`src/rtl/port_out_mux_pkg.sv`:
```
package port_out_mux_pkg;

  localparam int FN_W   = 3;
  localparam int TONE_N = 3;

  typedef enum logic [FN_W-1:0] {
    FN_LEVEL    = 3'd0,
    FN_TONE_Q   = 3'd1,
    FN_TONE_H   = 3'd2,
    FN_TONE_F   = 3'd3,
    FN_SERIAL   = 3'd4,
    FN_BLINK    = 3'd5,
    FN_SHUTDOWN = 3'd6,
    FN_OFF      = 3'd7
  } port_fn_e;

  // Tone bit index for a tone code: the fastest tone is bit 0.
  function automatic int tone_index(port_fn_e fn);
    return TONE_N - int'(fn);
  endfunction

  // Level that a pin takes for a given function and source set.
  function automatic logic route_level(
    port_fn_e           fn,
    logic [TONE_N-1:0]  tones,
    logic               lvl,
    logic               dout,
    logic               blink,
    logic               shdn
  );
    logic r;
    case (fn)
      FN_LEVEL:    r = lvl;
      FN_TONE_Q:   r = tones[tone_index(FN_TONE_Q)];
      FN_TONE_H:   r = tones[tone_index(FN_TONE_H)];
      FN_TONE_F:   r = tones[tone_index(FN_TONE_F)];
      FN_SERIAL:   r = dout;
      FN_BLINK:    r = blink;
      FN_SHUTDOWN: r = shdn;
      default:     r = 1'b0;
    endcase
    return r;
  endfunction

endpackage

```
`src/rtl/tone_divider.sv`:
```
module tone_divider #(
  parameter int HALF_CYC = 800,
  parameter int TONE_N   = 3
) (
  input  logic              clk,
  input  logic              rst,
  output logic [TONE_N-1:0] tones,
  output logic              wrap_tick
);
  localparam int CW = (HALF_CYC > 1) ? $clog2(HALF_CYC) : 1;
  localparam logic [CW-1:0] LAST = CW'(HALF_CYC - 1);

  logic [CW-1:0]     cnt_q;
  logic [TONE_N-1:0] tick_q;

  assign wrap_tick = (cnt_q == LAST);

  always_ff @(posedge clk) begin
    if (rst) begin
      cnt_q <= '0;
    end else if (wrap_tick) begin
      cnt_q <= '0;
    end else begin
      cnt_q <= cnt_q + CW'(1);
    end
  end

  // Each stage toggles when the stage below it falls: a ripple-free binary count.
  genvar gi;
  generate
    for (gi = 0; gi < TONE_N; gi++) begin : g_stage
      logic adv;
      if (gi == 0) begin : g_first
        assign adv = wrap_tick;
      end else begin : g_next
        assign adv = wrap_tick & (&tick_q[gi-1:0]);
      end
      always_ff @(posedge clk) begin
        if (rst) begin
          tick_q[gi] <= 1'b0;
        end else if (adv) begin
          tick_q[gi] <= ~tick_q[gi];
        end
      end
    end
  endgenerate

  assign tones = tick_q;

  // the fastest tone changes only at the end of a full count window
  a_r2_tone_on_wrap: assert property (@(posedge clk) disable iff (rst)
    !$stable(tick_q[0]) |-> ($past(cnt_q) == LAST));

  // the counter restarts from zero after reset
  a_r1_count_cleared: assert property (@(posedge clk)
    rst |=> (cnt_q == '0) && (tick_q == '0));

  generate
    for (gi = 1; gi < TONE_N; gi++) begin : g_chk
      // a slower tone moves only when the faster one falls
      a_r3_halving: assert property (@(posedge clk) disable iff (rst)
        !$stable(tick_q[gi]) |-> $fell(tick_q[gi-1]));
    end
  endgenerate
endmodule

```
`src/rtl/port_slice.sv`:
```
module port_slice
  import port_out_mux_pkg::*;
(
  input  logic              clk,
  input  logic              rst,
  input  logic [FN_W-1:0]   fn_code,
  input  logic              lvl,
  input  logic [TONE_N-1:0] tones,
  input  logic              dout,
  input  logic              blink,
  input  logic              shdn,
  output logic              pin
);
  port_fn_e fn;
  logic     src_pick;

  assign fn       = port_fn_e'(fn_code);
  assign src_pick = route_level(fn, tones, lvl, dout, blink, shdn);

  always_ff @(posedge clk) begin
    if (rst) pin <= 1'b0;
    else     pin <= src_pick;
  end

  // reset drives the pin low
  a_r1_pin_low: assert property (@(posedge clk) rst |=> !pin);

  // host level reaches the pin one edge later
  a_r7_level: assert property (@(posedge clk) disable iff (rst)
    (fn_code == 3'd0) |=> (pin == $past(lvl)));

  // serial data-out follows
  a_r4_serial: assert property (@(posedge clk) disable iff (rst)
    (fn_code == 3'd4) |=> (pin == $past(dout)));

  // blink phase follows
  a_r5_blink: assert property (@(posedge clk) disable iff (rst)
    (fn_code == 3'd5) |=> (pin == $past(blink)));

  // shutdown flag follows
  a_r6_shutdown: assert property (@(posedge clk) disable iff (rst)
    (fn_code == 3'd6) |=> (pin == $past(shdn)));

  // the unused code forces the pin low
  a_r8_off_low: assert property (@(posedge clk) disable iff (rst)
    (fn_code == 3'd7) |=> !pin);

  // the fastest tone code copies tone bit 0
  a_r2_fast_tone: assert property (@(posedge clk) disable iff (rst)
    (fn_code == 3'd3) |=> (pin == $past(tones[0])));
endmodule

```
`src/rtl/port_out_mux.sv`:
```
module port_out_mux
  import port_out_mux_pkg::*;
#(
  parameter int NUM_PORTS = 2,
  parameter int HALF_CYC  = 800
) (
  input  logic                      clk,
  input  logic                      rst,
  input  logic [FN_W*NUM_PORTS-1:0] port_cfg,
  input  logic [NUM_PORTS-1:0]      gpo_level,
  input  logic                      ser_dout,
  input  logic                      blink_phase,
  input  logic                      shdn_flag,
  output logic [NUM_PORTS-1:0]      port_pin
);
  logic [TONE_N-1:0] tone_bus;
  logic              div_wrap;

  tone_divider #(
    .HALF_CYC (HALF_CYC),
    .TONE_N   (TONE_N)
  ) u_div (
    .clk       (clk),
    .rst       (rst),
    .tones     (tone_bus),
    .wrap_tick (div_wrap)
  );

  genvar gp;
  generate
    for (gp = 0; gp < NUM_PORTS; gp++) begin : g_port
      port_slice u_slice (
        .clk     (clk),
        .rst     (rst),
        .fn_code (port_cfg[FN_W*gp +: FN_W]),
        .lvl     (gpo_level[gp]),
        .tones   (tone_bus),
        .dout    (ser_dout),
        .blink   (blink_phase),
        .shdn    (shdn_flag),
        .pin     (port_pin[gp])
      );
    end
  endgenerate

  // the divider wraps only when the fastest tone is about to move
  a_r2_wrap_moves_tone: assert property (@(posedge clk) disable iff (rst)
    div_wrap |=> !$stable(tone_bus[0]));
endmodule

```
`config.mk`:
```
export PLATFORM = sky130hd
export DESIGN_NAME = port_out_mux
export DESIGN_NICKNAME = d
export VERILOG_FILES = /design/src/rtl/port_out_mux_pkg.sv /design/src/rtl/tone_divider.sv /design/src/rtl/port_slice.sv /design/src/rtl/port_out_mux.sv
export SDC_FILE = /design/constraint.sdc
export NUM_CORES = 1
export LEC_CHECK = 0
export ABC_AREA = 1
export CAP_MARGIN = 30
export CORE_AREA = 5 5 45 47
export DETAILED_ROUTE_END_ITERATION = 12
export DIE_AREA = 0 0 50 52
export HOLD_SLACK_MARGIN = 0.1
export PLACE_DENSITY = 0.77
export SLEW_MARGIN = 20
export SYNTH_ARGS = -nofsm -noshare
export SYNTH_HDL_FRONTEND = slang
export SYNTH_SLANG_ARGS = --single-unit
```
`constraint.sdc`:
```
create_clock -name clk -period 2 [get_ports clk]
set_clock_uncertainty 0.15 [all_clocks]
set_input_delay 0.2 -clock clk [delete_from_list [all_inputs] [get_ports clk]]
set_output_delay 0.2 -clock clk [all_outputs]
set_load 0.02 [all_outputs]
```
==> metrics.txt <==
XOR/XNOR Fraction of Synth Area=0.0565; gr ovfl total=0; drt first-iter violations=8; hpwl dp=1.19 mm; hold violation count in the final report=0; Post-CTS Resized=0; Fmax=roughly 0.65 GHz; crit path from=g_port[0].u_slice.pin; crit end category=output pin; Starting Density=0.480; final worst slack=451 ps; Crit Path Class=reg -> out; WL/cell=10.8 um; max_slew headroom=0.827; Syn Nets=126; Fillers=159; num ports=15; cell at the slowest stage of the critical path=clkdlybuf4s50_1; post-route ant nets=0; htree depth=1; postcts setup bufs=0; vias=704; fraction of layout cells with a size suffix above 1=0.0859; RSZ-0062 raised after global routing=no; Cell Pwr Density=588 nW/um2; gpl congestion=0.731; Clk pin slew, worst setup/hold paths=90 ps; post-synthesis simple-gate area fraction=0.346; # setup viols final=0; antenna violations before repair=0; post-synth cell types=18; arrival time at the worst endpoint=~1200 ps; adder-cell share of the synthesized area=0.0162; Finished Layout Cells=145; Root Driver=clkbuf_4; sequential area share after synthesis=0.388; Reg2Reg Setup Slack=530 ps; CTS Hold Bufs=0; Worst path top cell family by delay=buffers and inverters; post-route minimum period=1550 ps; syn_area_per_cell=6.92 um2; CP endpoint=port_pin[0]; core area=1610 um2; main combinational cell family by area after synthesis=simple AND/OR/NAND/NOR gates; Num CTS Buffers=3; Worst Tran Pin Value=258 ps; required time worst endpoint=1650 ps; DRC viols=0; Die W=50 um; Compound-Gate Fraction of Synth Area=0.0872; leakage power=0.410 nW; TritonRoute pass-1 iters=4; mux share of post-synthesis cell area=0; DRT Wirelength=1.57 mm; vias in the first global route=699; Syn. warnings=0; Worst Hold Class=reg -> reg; global-route wire length before repair=2.87 mm; clock latency on the worst-skew pair=290 ps; Stages on worst setup path=1; largest net degree at the start of global routing=10; Mapped Cells=112; crit start category=flop; setup tns final=0 ps; status=completed; TritonCTS clock tree=done; crit-path cells=clkdlybuf4s50_1; GRT Overall Usage=0.143; Slew Limit Fails=0; row count=15; Via-to-Cell Ratio=around 5; Post-DP Area=slightly above 900 um2; reg2reg end=u_div.cnt_q[8]; Reg-to-Reg Start=u_div.cnt_q[0]; length in cells of the worst reg-to-reg path=6; max cap viols=0; die height=52 um; clock sinks=15; I/O Buffers=14; Buf/Inv on CP=1; area grow syn2layout=22.5%; final core utilization=0.588; fin area=948 um2; post-synthesis register bit count=15; placed insts=~140; Post-Syn Area=between 700 and 800 um2; CTS max path bufs=2; nets=143; pre-CTS WS=~540 ps; maximum VDD drop=0.359 mV; Critical Path Max Stage Delay=590 ps; die area=between 2000 and 3000 um2; crit-path max FO=1; final critical-path share of the clock period=0.774; # diodes=0
==> sequential cells by signal, indices dropped and copies added (netlist names) <==
register and flops:
g_port.u_slice.pin 2, u_div.cnt_q 10, u_div.tones 3
==> kinds of logic after synthesis <==
family,count (synthesis)
AND/OR/NAND/NOR,59
flip-flops,15
buffers and inverters,20
adder cells (fa/ha/maj),1
AO/OA/AOI/OAI,12
XOR/XNOR,5
==> synth_stat cells <==
cell / n / area, um2
nand2_2: 2 / 12.5
a21oi_1: 4 / 20.0
nand3_1: 8 / 40.0
inv_1: 18 / 67.6
nand2_1: 23 / 86.3
nand4_1: 3 / 18.8
o21bai_1: 1 / 7.51
nor2_4: 1 / 11.3
o211ai_1: 2 / 15.0
nand4_2: 1 / 12.5
ha_1: 1 / 12.5
buf_4: 2 / 15.0
xnor2_1: 2 / 17.5
nor2_2: 3 / 18.8
o21ai_0: 5 / 25.0
dfxtp_1: 15 / 300
nor2_1: 18 / 67.6
xor2_1: 3 / 26.3
==> layer usage <==
metal | GRT usage | vias up | routed length, um
met4 | 0.0917 | 0 | 28
met5 | 0 | - | 0
met2 | 0.245 | 18 | 730
met3 | 0.0430 | 4 | 103
met1 | 0.149 | 300 | 703
li1 | - | 382 | -
==> stage by stage <==
stage,power [mW],hold WS (ps)
2_1_floorplan,0.353,171
3_3_place_gp,0.386,281
3_5_place_dp,0.387,288
4_1_cts,0.562,307
5_1_grt,0.590,334
6_report,0.557,301
==> area by class of cell <==
cell class | count | area [um2] | area share
clock buffer | 3 | 22.5 | 0.0237
clock inverter | 1 | 5.00 | 0.00528
inverter | 18 | 67.6 | 0.0712
multi-input combinational | 77 | 392 | 0.413
sequential | 15 | 300 | 0.317
tap | 17 | 21.3 | 0.0224
timing repair buffer | 14 | 140 | 0.148
==> cells in the final DEF, fill, tap and decap left out, drive strengths merged <==
| master | n |
|---|---|
| o21bai | 1 |
| inv | 18 |
| xnor2 | 2 |
| dfxtp | 15 |
| xor2 | 3 |
| clkdlybuf4s50 | 14 |
| nor2 | 22 |
| nand3 | 8 |
| nand2 | 25 |
| nand4 | 4 |
| a21oi | 4 |
| ha | 1 |
| clkbuf | 3 |
| o211ai | 2 |
| clkinv | 1 |
| o21ai | 5 |
==> worst min-delay path by stage <==
| stage | from | to | cells after the start |
|---|---|---|---|
| 2_1_floorplan | port_cfg[0] | g_port[0].u_slice.pin | 2 |
| 3_3_place_gp | u_div.cnt_q[0] | u_div.cnt_q[0] | 1 |
| 3_5_place_dp | u_div.cnt_q[0] | u_div.cnt_q[0] | 1 |
| 4_1_cts | u_div.cnt_q[0] | u_div.cnt_q[0] | 1 |
| 5_1_grt | u_div.cnt_q[0] | u_div.cnt_q[0] | 1 |
| 6_report | u_div.cnt_q[0] | u_div.cnt_q[0] | 1 |
==> power by group <==
part	switching (mW)	internal (mW)	total, mW
combinational	0.0319	0.0387	0.0706
sequential	0.00356	0.306	0.310
clock	0.102	0.0745	0.177
No activity file was read; power rests on OpenSTA's default activity.
